$ cat src/rtl/uart_bc_pkg.sv
package uart_bc_pkg;
    typedef enum logic [2:0] {
        ST_IDLE  = 3'd0,
        ST_ARMED = 3'd1,
        ST_START = 3'd2,
        ST_DATA  = 3'd3,
        ST_STOP  = 3'd4
    } tx_state_e;
endpackage

$ cat src/rtl/uart_bc_sync.sv
// Receive-line synchroniser with polarity-qualified start-edge detection.
module uart_bc_sync #(
    parameter int STAGES = 2
) (
    input  logic clk,
    input  logic rst_n,
    input  logic rxd,
    input  logic inv_pol,
    output logic rx_s,
    output logic trig
);
    logic [STAGES-1:0] chain;
    logic              rx_prev;

    generate
        for (genvar g = 0; g < STAGES; g++) begin : g_stage
            if (g == 0) begin : g_first
                always_ff @(posedge clk or negedge rst_n) begin
                    if (!rst_n) chain[0] <= 1'b1;
                    else        chain[0] <= rxd;
                end
            end else begin : g_next
                always_ff @(posedge clk or negedge rst_n) begin
                    if (!rst_n) chain[g] <= 1'b1;
                    else        chain[g] <= chain[g-1];
                end
            end
        end
    endgenerate

    assign rx_s = chain[STAGES-1];

    always_ff @(posedge clk or negedge rst_n) begin
        if (!rst_n) rx_prev <= 1'b1;
        else        rx_prev <= rx_s;
    end

    // falling edge for normal lines, rising edge for inverted lines
    assign trig = inv_pol ? (rx_s & ~rx_prev) : (~rx_s & rx_prev);
endmodule

$ cat src/rtl/uart_bc_cmp.sv
// Driven-versus-sampled comparison and sticky collision flag.
module uart_bc_cmp (
    input  logic clk,
    input  logic rst_n,
    input  logic in_frame,
    input  logic bit_en,
    input  logic ext_strobe,
    input  logic strobe_sel,
    input  logic rx_s,
    input  logic txd_lvl,
    input  logic coll_clr,
    output logic collide,
    output logic coll_flag
);
    logic sample;

    assign sample  = strobe_sel ? ext_strobe : bit_en;
    assign collide = in_frame && sample && (rx_s != txd_lvl);

    always_ff @(posedge clk or negedge rst_n) begin
        if (!rst_n)        coll_flag <= 1'b0;
        else if (collide)  coll_flag <= 1'b1;
        else if (coll_clr) coll_flag <= 1'b0;
    end
endmodule

$ cat src/rtl/uart_bc_fsm.sv
// Frame sequencer: enable, pending word, shift register and line drive.
module uart_bc_fsm
    import uart_bc_pkg::*;
#(
    parameter int DATA_W = 9
) (
    input  logic              clk,
    input  logic              rst_n,
    input  logic              bit_en,
    input  logic              start_sel,
    input  logic              inv_pol,
    input  logic              autoclr_en,
    input  logic              trig,
    input  logic              collide,
    input  logic              tx_en_set,
    input  logic              tx_en_clr,
    input  logic              wr_data,
    input  logic [DATA_W-1:0] data_in,
    output logic              txd,
    output logic              busy,
    output logic              tx_en
);
    localparam int CNT_W = (DATA_W > 1) ? $clog2(DATA_W) : 1;
    localparam logic [CNT_W-1:0] LAST_BIT = CNT_W'(DATA_W - 1);

    tx_state_e         state, state_nx;
    logic [CNT_W-1:0]  cnt;
    logic [DATA_W-1:0] shreg;
    logic [DATA_W-1:0] hold;
    logic              pend;
    logic              abort;
    logic              launch;
    logic              go_event;

    assign abort    = collide && autoclr_en;
    assign go_event = start_sel ? trig : bit_en;
    assign launch   = (state == ST_ARMED) && tx_en && go_event && !abort;

    // next-state logic
    always_comb begin
        state_nx = state;
        unique case (state)
            ST_IDLE:  if (tx_en && pend)          state_nx = ST_ARMED;
            ST_ARMED: if (!tx_en)                 state_nx = ST_IDLE;
                      else if (go_event)          state_nx = ST_START;
            ST_START: if (bit_en)                 state_nx = ST_DATA;
            ST_DATA:  if (bit_en && cnt == LAST_BIT) state_nx = ST_STOP;
            ST_STOP:  if (bit_en)                 state_nx = ST_IDLE;
            default:                              state_nx = ST_IDLE;
        endcase
        if (abort) state_nx = ST_IDLE;
    end

    // state register
    always_ff @(posedge clk or negedge rst_n) begin
        if (!rst_n) state <= ST_IDLE;
        else        state <= state_nx;
    end

    // datapath registers
    always_ff @(posedge clk or negedge rst_n) begin
        if (!rst_n) begin
            cnt   <= '0;
            shreg <= '0;
            hold  <= '0;
            pend  <= 1'b0;
            tx_en <= 1'b0;
        end else begin
            if (launch) begin
                shreg <= hold;
                pend  <= 1'b0;
                cnt   <= '0;
            end else if (state == ST_DATA && bit_en) begin
                shreg <= shreg >> 1;
                cnt   <= cnt + 1'b1;
            end
            if (wr_data) begin
                hold <= data_in;
                pend <= 1'b1;
            end
            if (abort || tx_en_clr) tx_en <= 1'b0;
            else if (tx_en_set)     tx_en <= 1'b1;
        end
    end

    // outputs
    always_comb begin
        busy = 1'b0;
        txd  = ~inv_pol;
        unique case (state)
            ST_IDLE, ST_ARMED: begin
                busy = 1'b0;
                txd  = ~inv_pol;
            end
            ST_START: begin
                busy = 1'b1;
                txd  = inv_pol;
            end
            ST_DATA: begin
                busy = 1'b1;
                txd  = shreg[0] ^ inv_pol;
            end
            ST_STOP: begin
                busy = 1'b1;
                txd  = ~inv_pol;
            end
            default: begin
                busy = 1'b0;
                txd  = ~inv_pol;
            end
        endcase
    end
endmodule

$ cat src/rtl/uart_bc_tx.sv
// Top: serial transmitter with read-back collision detection.
module uart_bc_tx #(
    parameter int DATA_W      = 9,
    parameter int SYNC_STAGES = 2
) (
    input  logic              clk,
    input  logic              rst_n,
    input  logic              bit_en,
    input  logic              ext_strobe,
    input  logic              strobe_sel,
    input  logic              autoclr_en,
    input  logic              start_sel,
    input  logic              inv_pol,
    input  logic              tx_en_set,
    input  logic              tx_en_clr,
    input  logic              wr_data,
    input  logic [DATA_W-1:0] data_in,
    input  logic              coll_clr,
    input  logic              rxd,
    output logic              txd,
    output logic              busy,
    output logic              tx_en,
    output logic              coll_flag
);
    logic rx_s;
    logic trig;
    logic collide;

    uart_bc_sync #(.STAGES(SYNC_STAGES)) u_sync (
        .clk     (clk),
        .rst_n   (rst_n),
        .rxd     (rxd),
        .inv_pol (inv_pol),
        .rx_s    (rx_s),
        .trig    (trig)
    );

    uart_bc_cmp u_cmp (
        .clk        (clk),
        .rst_n      (rst_n),
        .in_frame   (busy),
        .bit_en     (bit_en),
        .ext_strobe (ext_strobe),
        .strobe_sel (strobe_sel),
        .rx_s       (rx_s),
        .txd_lvl    (txd),
        .coll_clr   (coll_clr),
        .collide    (collide),
        .coll_flag  (coll_flag)
    );

    uart_bc_fsm #(.DATA_W(DATA_W)) u_fsm (
        .clk        (clk),
        .rst_n      (rst_n),
        .bit_en     (bit_en),
        .start_sel  (start_sel),
        .inv_pol    (inv_pol),
        .autoclr_en (autoclr_en),
        .trig       (trig),
        .collide    (collide),
        .tx_en_set  (tx_en_set),
        .tx_en_clr  (tx_en_clr),
        .wr_data    (wr_data),
        .data_in    (data_in),
        .txd        (txd),
        .busy       (busy),
        .tx_en      (tx_en)
    );
endmodule

$ cat config.mk
export PLATFORM = sky130hd
export DESIGN_NAME = uart_bc_tx
export DESIGN_NICKNAME = d
export VERILOG_FILES = /design/src/rtl/uart_bc_pkg.sv /design/src/rtl/uart_bc_sync.sv /design/src/rtl/uart_bc_cmp.sv /design/src/rtl/uart_bc_fsm.sv /design/src/rtl/uart_bc_tx.sv
export SDC_FILE = /design/constraint.sdc
export NUM_CORES = 1
export LEC_CHECK = 0
export ABC_AREA = 1
export CORE_ASPECT_RATIO = 0.5
export CORE_MARGIN = 2
export CORE_UTILIZATION = 45
export DETAILED_ROUTE_END_ITERATION = 8
export DONT_BUFFER_PORTS = 1
export PLACE_DENSITY = 0.67
export REMOVE_ABC_BUFFERS = 1
export SYNTH_ARGS = -nofsm -noshare
export SYNTH_HDL_FRONTEND = slang
export SYNTH_SLANG_ARGS = --single-unit
$ cat constraint.sdc
create_clock -name clk -period 1.4 [get_ports clk]
set_clock_uncertainty 0.2 [all_clocks]
set_input_delay 0.28 -clock clk [delete_from_list [all_inputs] [get_ports clk]]
set_output_delay 0.28 -clock clk [all_outputs]
set_load 0.01 [all_outputs]
== Word level (Yosys, flattened, before mapping) ==
Index checks and enable logic that the tools add are counted.
Word-level totals
  flip-flop bits (word level): 31
  input port bits: 22
  output and inout bits: 4
  word-level logic and storage cells: 69
Cells by class
  add/subtract/negate cells: 1
  equal/unequal tests: 11
  muxes and demuxes: 23
  bitwise operators: 6
  reduce and logical (&&, ||, !) cells: 18
Operators by type and width (count)
  3-bit two-way mux: 7
  9-bit two-way mux: 2
  3-bit one-hot mux with 5 select lines: 1
  1-bit two-way mux: 10
  1-bit logical AND: 9
  4-bit two-way mux: 2
  2-bit nonzero test: 4
  3-bit by 2-bit == test with 1-bit output (second input constant): 2
  3-bit by 1-bit != test with 1-bit output (second input constant): 2
  3-bit by 2-bit != test with 1-bit output (second input constant): 2
  5-bit AND reduction: 1
  4-bit by 1-bit adder with 4-bit output (second input constant): 1
  4-bit == test (second input constant): 1
  4-bit != test (second input constant): 1
  3-bit by 1-bit == test with 1-bit output (second input constant): 1
  3-bit == test (second input constant): 1
  3-bit zero test: 1
  1-bit NOT: 3
  3-bit OR reduction: 1
  1-bit bitwise AND: 2
  1-bit one-hot mux with 2 select lines: 1
  1-bit zero test: 1
  1-bit logical OR: 1
  1-bit != test: 1
  1-bit bitwise XOR: 1

== Longest topological paths before layout ==
  depth in word-level cells: 10
  mapped depth: 9
  mapped depth without buffers: 9

== By module ==
A second synthesis with hierarchy kept.
Unflattened totals
  cell total of the unflattened synthesis: 213
  area total of the unflattened synthesis: 1607.8 sq um
By module, submodules not included
  uart_bc_fsm: instances 1, cells each 189, area an instance 1420.1 sq um, sequential area each 675.6 sq um
  uart_bc_sync: instances 1, cells each 9, area an instance 103.8 sq um, sequential area each 78.8 sq um
  uart_bc_cmp: instances 1, cells each 15, area an instance 83.8 sq um, sequential area each 25.0 sq um

== Least setup slack after synthesis ==
Ideal clock, no wire load.
  kind: register to register
  start: register u_sync.chain[1], in the netlist u_sync.rx_s
  end: register u_fsm.shreg[2]
  setup time: 128 ps
  arrival: 1182 ps
  data required time: 1072 ps
  slack: -110 ps
  stages on the path, launching flop included: 7
  path buffers: 1
  period minus slack after synthesis: 1510 ps
  path through: dfstp_2 -> nand3_1 -> nand3_1 -> nand3_4 -> buf_6 -> o21ai_1 -> o21ai_0
On the way
  longest elaborated chain between the ends: 7
  elaborated cells between the ends (all ways): 13
  classes of those cells: eq/ne: 1; mux: 3; bitwise: 3; reduce/logical: 6
RTL lines
  start, declared: line uart_bc_sync.sv:12  | logic [STAGES-1:0] chain;
  start signal, assigned by index: line uart_bc_sync.sv:25  | else chain[g] <= chain[g-1];
  1-bit NOT: line uart_bc_sync.sv:39  | assign trig = inv_pol ? (rx_s & ~rx_prev) : (~rx_s & rx_prev);
  1-bit bitwise AND: line uart_bc_sync.sv:39
  1-bit two-way mux: line uart_bc_sync.sv:39
  1-bit two-way mux: line uart_bc_fsm.sv:36  | assign go_event = start_sel ? trig : bit_en;
  1-bit logical AND: line uart_bc_fsm.sv:37  | assign launch = (state == ST_ARMED) && tx_en && go_event && !abort;
  1-bit logical AND (*): line uart_bc_fsm.sv:37
  9-bit two-way mux / 2-bit nonzero test (equally long branches)
  end signal, assigned: line uart_bc_fsm.sv:70  | shreg <= hold;
  end signal, assigned: line uart_bc_fsm.sv:74  | shreg <= shreg >> 1;
  end, declared: line uart_bc_fsm.sv:28  | logic [DATA_W-1:0] shreg;
Mark *: on every way between the ends. The rest lies on a longest branch, timed or not.
A chain may end at the register's enable or synchronous reset.

== Final worst setup path ==
  start: register u_fsm.state[1]
  end: output txd
On the way
  longest elaborated chain between the ends: 2
  elaborated cells between the ends (all ways): 3
  classes of those cells: eq/ne: 2; mux: 1
RTL lines
  start, declared: line uart_bc_fsm.sv:26  | tx_state_e state, state_nx;
  start signal, assigned: line uart_bc_fsm.sv:57  | else state <= state_nx;
  3-bit by 2-bit == test with 1-bit output: line uart_bc_fsm.sv:90  | unique case (state)
  1-bit one-hot mux with 2 select lines (*): line uart_bc_fsm.sv:90
  end, declared: line uart_bc_tx.sv:20  | output logic txd,
Marks and branches as above.

==> results.py <==
metrics = {
    "detailed_routing": {
        "wl_met3_um": 177,
        "wl_met1_um": 1880,
        "first_pass_iters": 4,
        "drcViolationCount": 0,
        "dr.max_layer_used": "met4",
        "drt-total-wl_um": 4140,
        "vias": 1405,
        "detail-route-antenna-nets": 0,
        "drtIter0Drc": 42,
        "wl_met2_um": 2020,
        "wl_per_cell_um": 15.1,
        "via_per_inst": 5.11,
    },
    "placed_design": {
        "place.detailed.hpwl_um": 2030,
        "placed_area_mm2": 0.00163,
        "numPortBuffers": 0,
        "place.gp.congestion": 0.793,
    },
    "power_and_ir_drop": {
        "p_seq_share_pct": 32.5,
        "netSwitchingFraction_pct": 33.8,
        "clkPwrFrac_pct": 26.4,
        "ir_worst_vdd_mv": 1.04,
        "p_leak_nw": 1.15,
        "p_per_area_mw_per_mm2": 1700,
        "p_sw_w": 0.00136,
        "combPwrFrac_pct": 41.1,
        "internal_power_w": 0.00267,
    },
    "floorplanning": {
        "start_util_pct": 48.3,
        "die_area_mm2": 0.00381,
        "die_h_um": 44.7,
        "core.rowCount": 14,
        "core_mm2": 0.00308,
        "pin_count": 26,
        "die_w_um": 85.3,
    },
    "sta": {
        "max_freq_mhz": 563,
        "setup_viol": 21,
        "slew_violations": 0,
        "tns_ps": -4960,
        "fin_crit_ps": 1780,
        "rsz0062_at_grt": "yes",
        "layout_setup_ws_ps": -375,
        "relSlewSlack_pct": 62.5,
        "hold_violations": 0,
        "period_share_pct": 127,
        "worst_pin_slew_ps": 562,
    },
    "synth": {
        "ys.warnings.count": 0,
        "netlist_area_mm2": 0.00149,
        "ys_ff_latch": 31,
        "netlist_top_cells_count": "nand2_1 (34), inv_1 (29), dfrtp_1 (28), o21ai_0 (23), nand3_1 (12)",
        "async_flop_share_pct": 100,
        "syn_avg_cell_area_um2": 8.50,
        "yosys-top-cells-area": "dfrtp_1 (47%), nand2_1 (8.6%), o21ai_0 (7.7%), inv_1 (7.3%), dfstp_2 (5.3%)",
        "synthCells": 175,
        "synth_cell_types": 26,
        "synth_top_area_share_pct": 47.1,
        "ys.flop_type": "dfrtp_1",
        "ys_seq_area_share_pct": 52.4,
        "synth_most_common_cell": "nand2_1",
        "synth-edff-count": 0,
        "yosysTopAreaCell": "dfrtp_1",
    },
    "global_route": {
        "antenna_found_initial": 0,
        "grt_pass1_vias": 1355,
        "grt_max_degree": 32,
        "grt_pass1_wl_um": 6440,
        "grt-ovfl-total": 0,
        "grt_usage_pct": 22.8,
    },
    "cts": {
        "cts_buffers": 5,
        "cts-root-buf": "clkbuf_8",
        "clk_latency_ps": 290,
        "cts.sinks": 31,
        "clk_pin_slew_worst_paths_ps": 70,
        "htreeDepth": 2,
        "cts_tree": "done",
        "clockBufferDepth": 2,
    },
    "worst_setup_path": {
        "crit_arrival_ps": 1300,
        "cp_top_family": "flip-flops",
        "path_max_fanout": 3,
        "required_ps": 920,
        "endpoint_kind": "output port",
        "startpoint_type": "register",
        "crit_chain": "inv_2, nor2_4, nand3_1, nand2_2, buf_6, inv_4",
        "critical-path-slowest-cell": "dfrtp_1",
        "cpPeakStageDelay_ps": 400,
        "critPathBufInv": 3,
        "critical_path_class": "reg -> out",
    },
    "final_layout": {
        "antenna_cells": 0,
        "fillers": 198,
        "drive_gt1_share_pct": 42.1,
        "final_core_util_pct": 77.1,
        "final_area_mm2": 0.00238,
        "synthToLayoutAreaGrowth_pct": 59.7,
        "layout.nets": 258,
    },
    "outcome": {
        "violations": "setup timing",
        "outcome": "finished, violations left",
    },
    "flow_run": {
        "cap_violations": 0,
    },
    "worst_hold_path": {
        "hold_class": "in -> reg",
    },
}
## worst min-delay path, stage by stage
cell	delay, ps
inv_1	70
nor2_4	60
nor2_1	70
## routing by layer
layer  up-vias  global-route usage [%]
met5         -                       0
li1        678                       -
met2        43                    38.4
met1       675                    28.6
met4         0                    9.21
met3         9                    6.16
## cells by family (layout without fill, tap and decap cells)
| kind of cell | count (synthesis) | after routing | share of synthesized area [%] |
|---|---|---|---|
| muxes | 1 | 1 | 0.757 |
| DFF | 31 | 31 | 52.4 |
| xor gates and xnor gates | 2 | 2 | 1.18 |
| buffers and inverters | 37 | 93 | 9.84 |
| adders and majority gates | 2 | 2 | 1.68 |
| AOI/OAI and AO/OA | 38 | 38 | 13.4 |
| and+or+nand+nor | 64 | 68 | 20.8 |
## path summary, 6_finish.rpt
| kind | from | to | slack [ps] | depth (start not counted) |
|---|---|---|---|---|
| worst max-delay path | u_fsm.state[1]$_DFFE_PN0P_ | txd | -380 | 6 |
| worst min-delay path | autoclr_en | u_fsm.tx_en$_DFFE_PN0P_ | 40 | 3 |
| worst max register to register | u_fsm.state[1]$_DFFE_PN0P_ | u_fsm.tx_en$_DFFE_PN0P_ | -300 | 10 |
| worst min register to register | u_sync.chain[0]$_DFF_PN1_ | u_sync.rx_s$_DFF_PN1_ | 170 | 0 |
| max in group asynchronous | rst_n | u_sync.rx_prev$_DFF_PN1_ | 490 | 2 |
| min in group asynchronous | rst_n | u_fsm.hold[4]$_DFFE_PN0P_ | 280 | 2 |
## flip-flops by register name, summed over array words and instances (netlist names)
name             count
u_fsm.hold           9
u_sync.rx_prev       1
u_fsm.tx_en          1
u_cmp.coll_flag      1
u_fsm.cnt            4
u_sync.rx_s          1
u_fsm.state          3
u_sync.chain         1
u_fsm.pend           1
u_fsm.shreg          9
## cell usage in the layout (no fill, tap or decap), types with 6 or more instances in the layout
master,n
o21ai_1,10
nand3_1,7
inv_2,6
dfrtp_1,27
o21ai_2,9
buf_6,15
o21ai_0,10
nand2_2,10
nand3_4,6
inv_1,26
dlygate4sd3_1,14
nand2_1,23
buf_4,19
## layout make-up
cell class	count	area (µm²)	area share (%)
clock buffer	6	72.6	3.05
multi-input combinational	111	776	32.6
inverter	34	133	5.58
sequential	31	781	32.9
clock inverter	2	60.1	2.53
tap	40	50.0	2.11
timing repair buffer	51	504	21.2
## metrics by stage
| step | setup slack [ps] | total power, W | hold WS (ps) | cells |
|---|---|---|---|---|
| 2_1_floorplan | -121 | 0.00188 | -216 | 172 |
| 6_report | -375 | 0.00403 | 41.4 | 275 |
| 5_1_grt | -431 | 0.00425 | 59.1 | 275 |
| 4_1_cts | -319 | 0.00372 | 42.8 | 266 |
| 3_5_place_dp | -280 | 0.00224 | -215 | 227 |
| 3_3_place_gp | -214 | 0.00221 | -215 | 227 |
## power groups by stage
stage	sequential (W)	clock, W	combinational [W]
final	0.00131	0.00106	0.00166
after global routing	0.00133	0.00112	0.00180
after CTS	0.00130	0.00107	0.00135
after detailed placement	0.00130	0	0.000941
after floorplan	0.00128	0	0.000608
after global placement	0.00129	0	0.000919
## what timing repair did
item,CTS,global route
hold buffers,16,0
buffers inserted,11,9
gates resized for setup,51,27
pin swaps,17,10
gates cloned,4,0
setup endpoints to repair,21,30
hold endpoints to repair,44,0
Note: power is estimated with default switching activity, not from simulation.
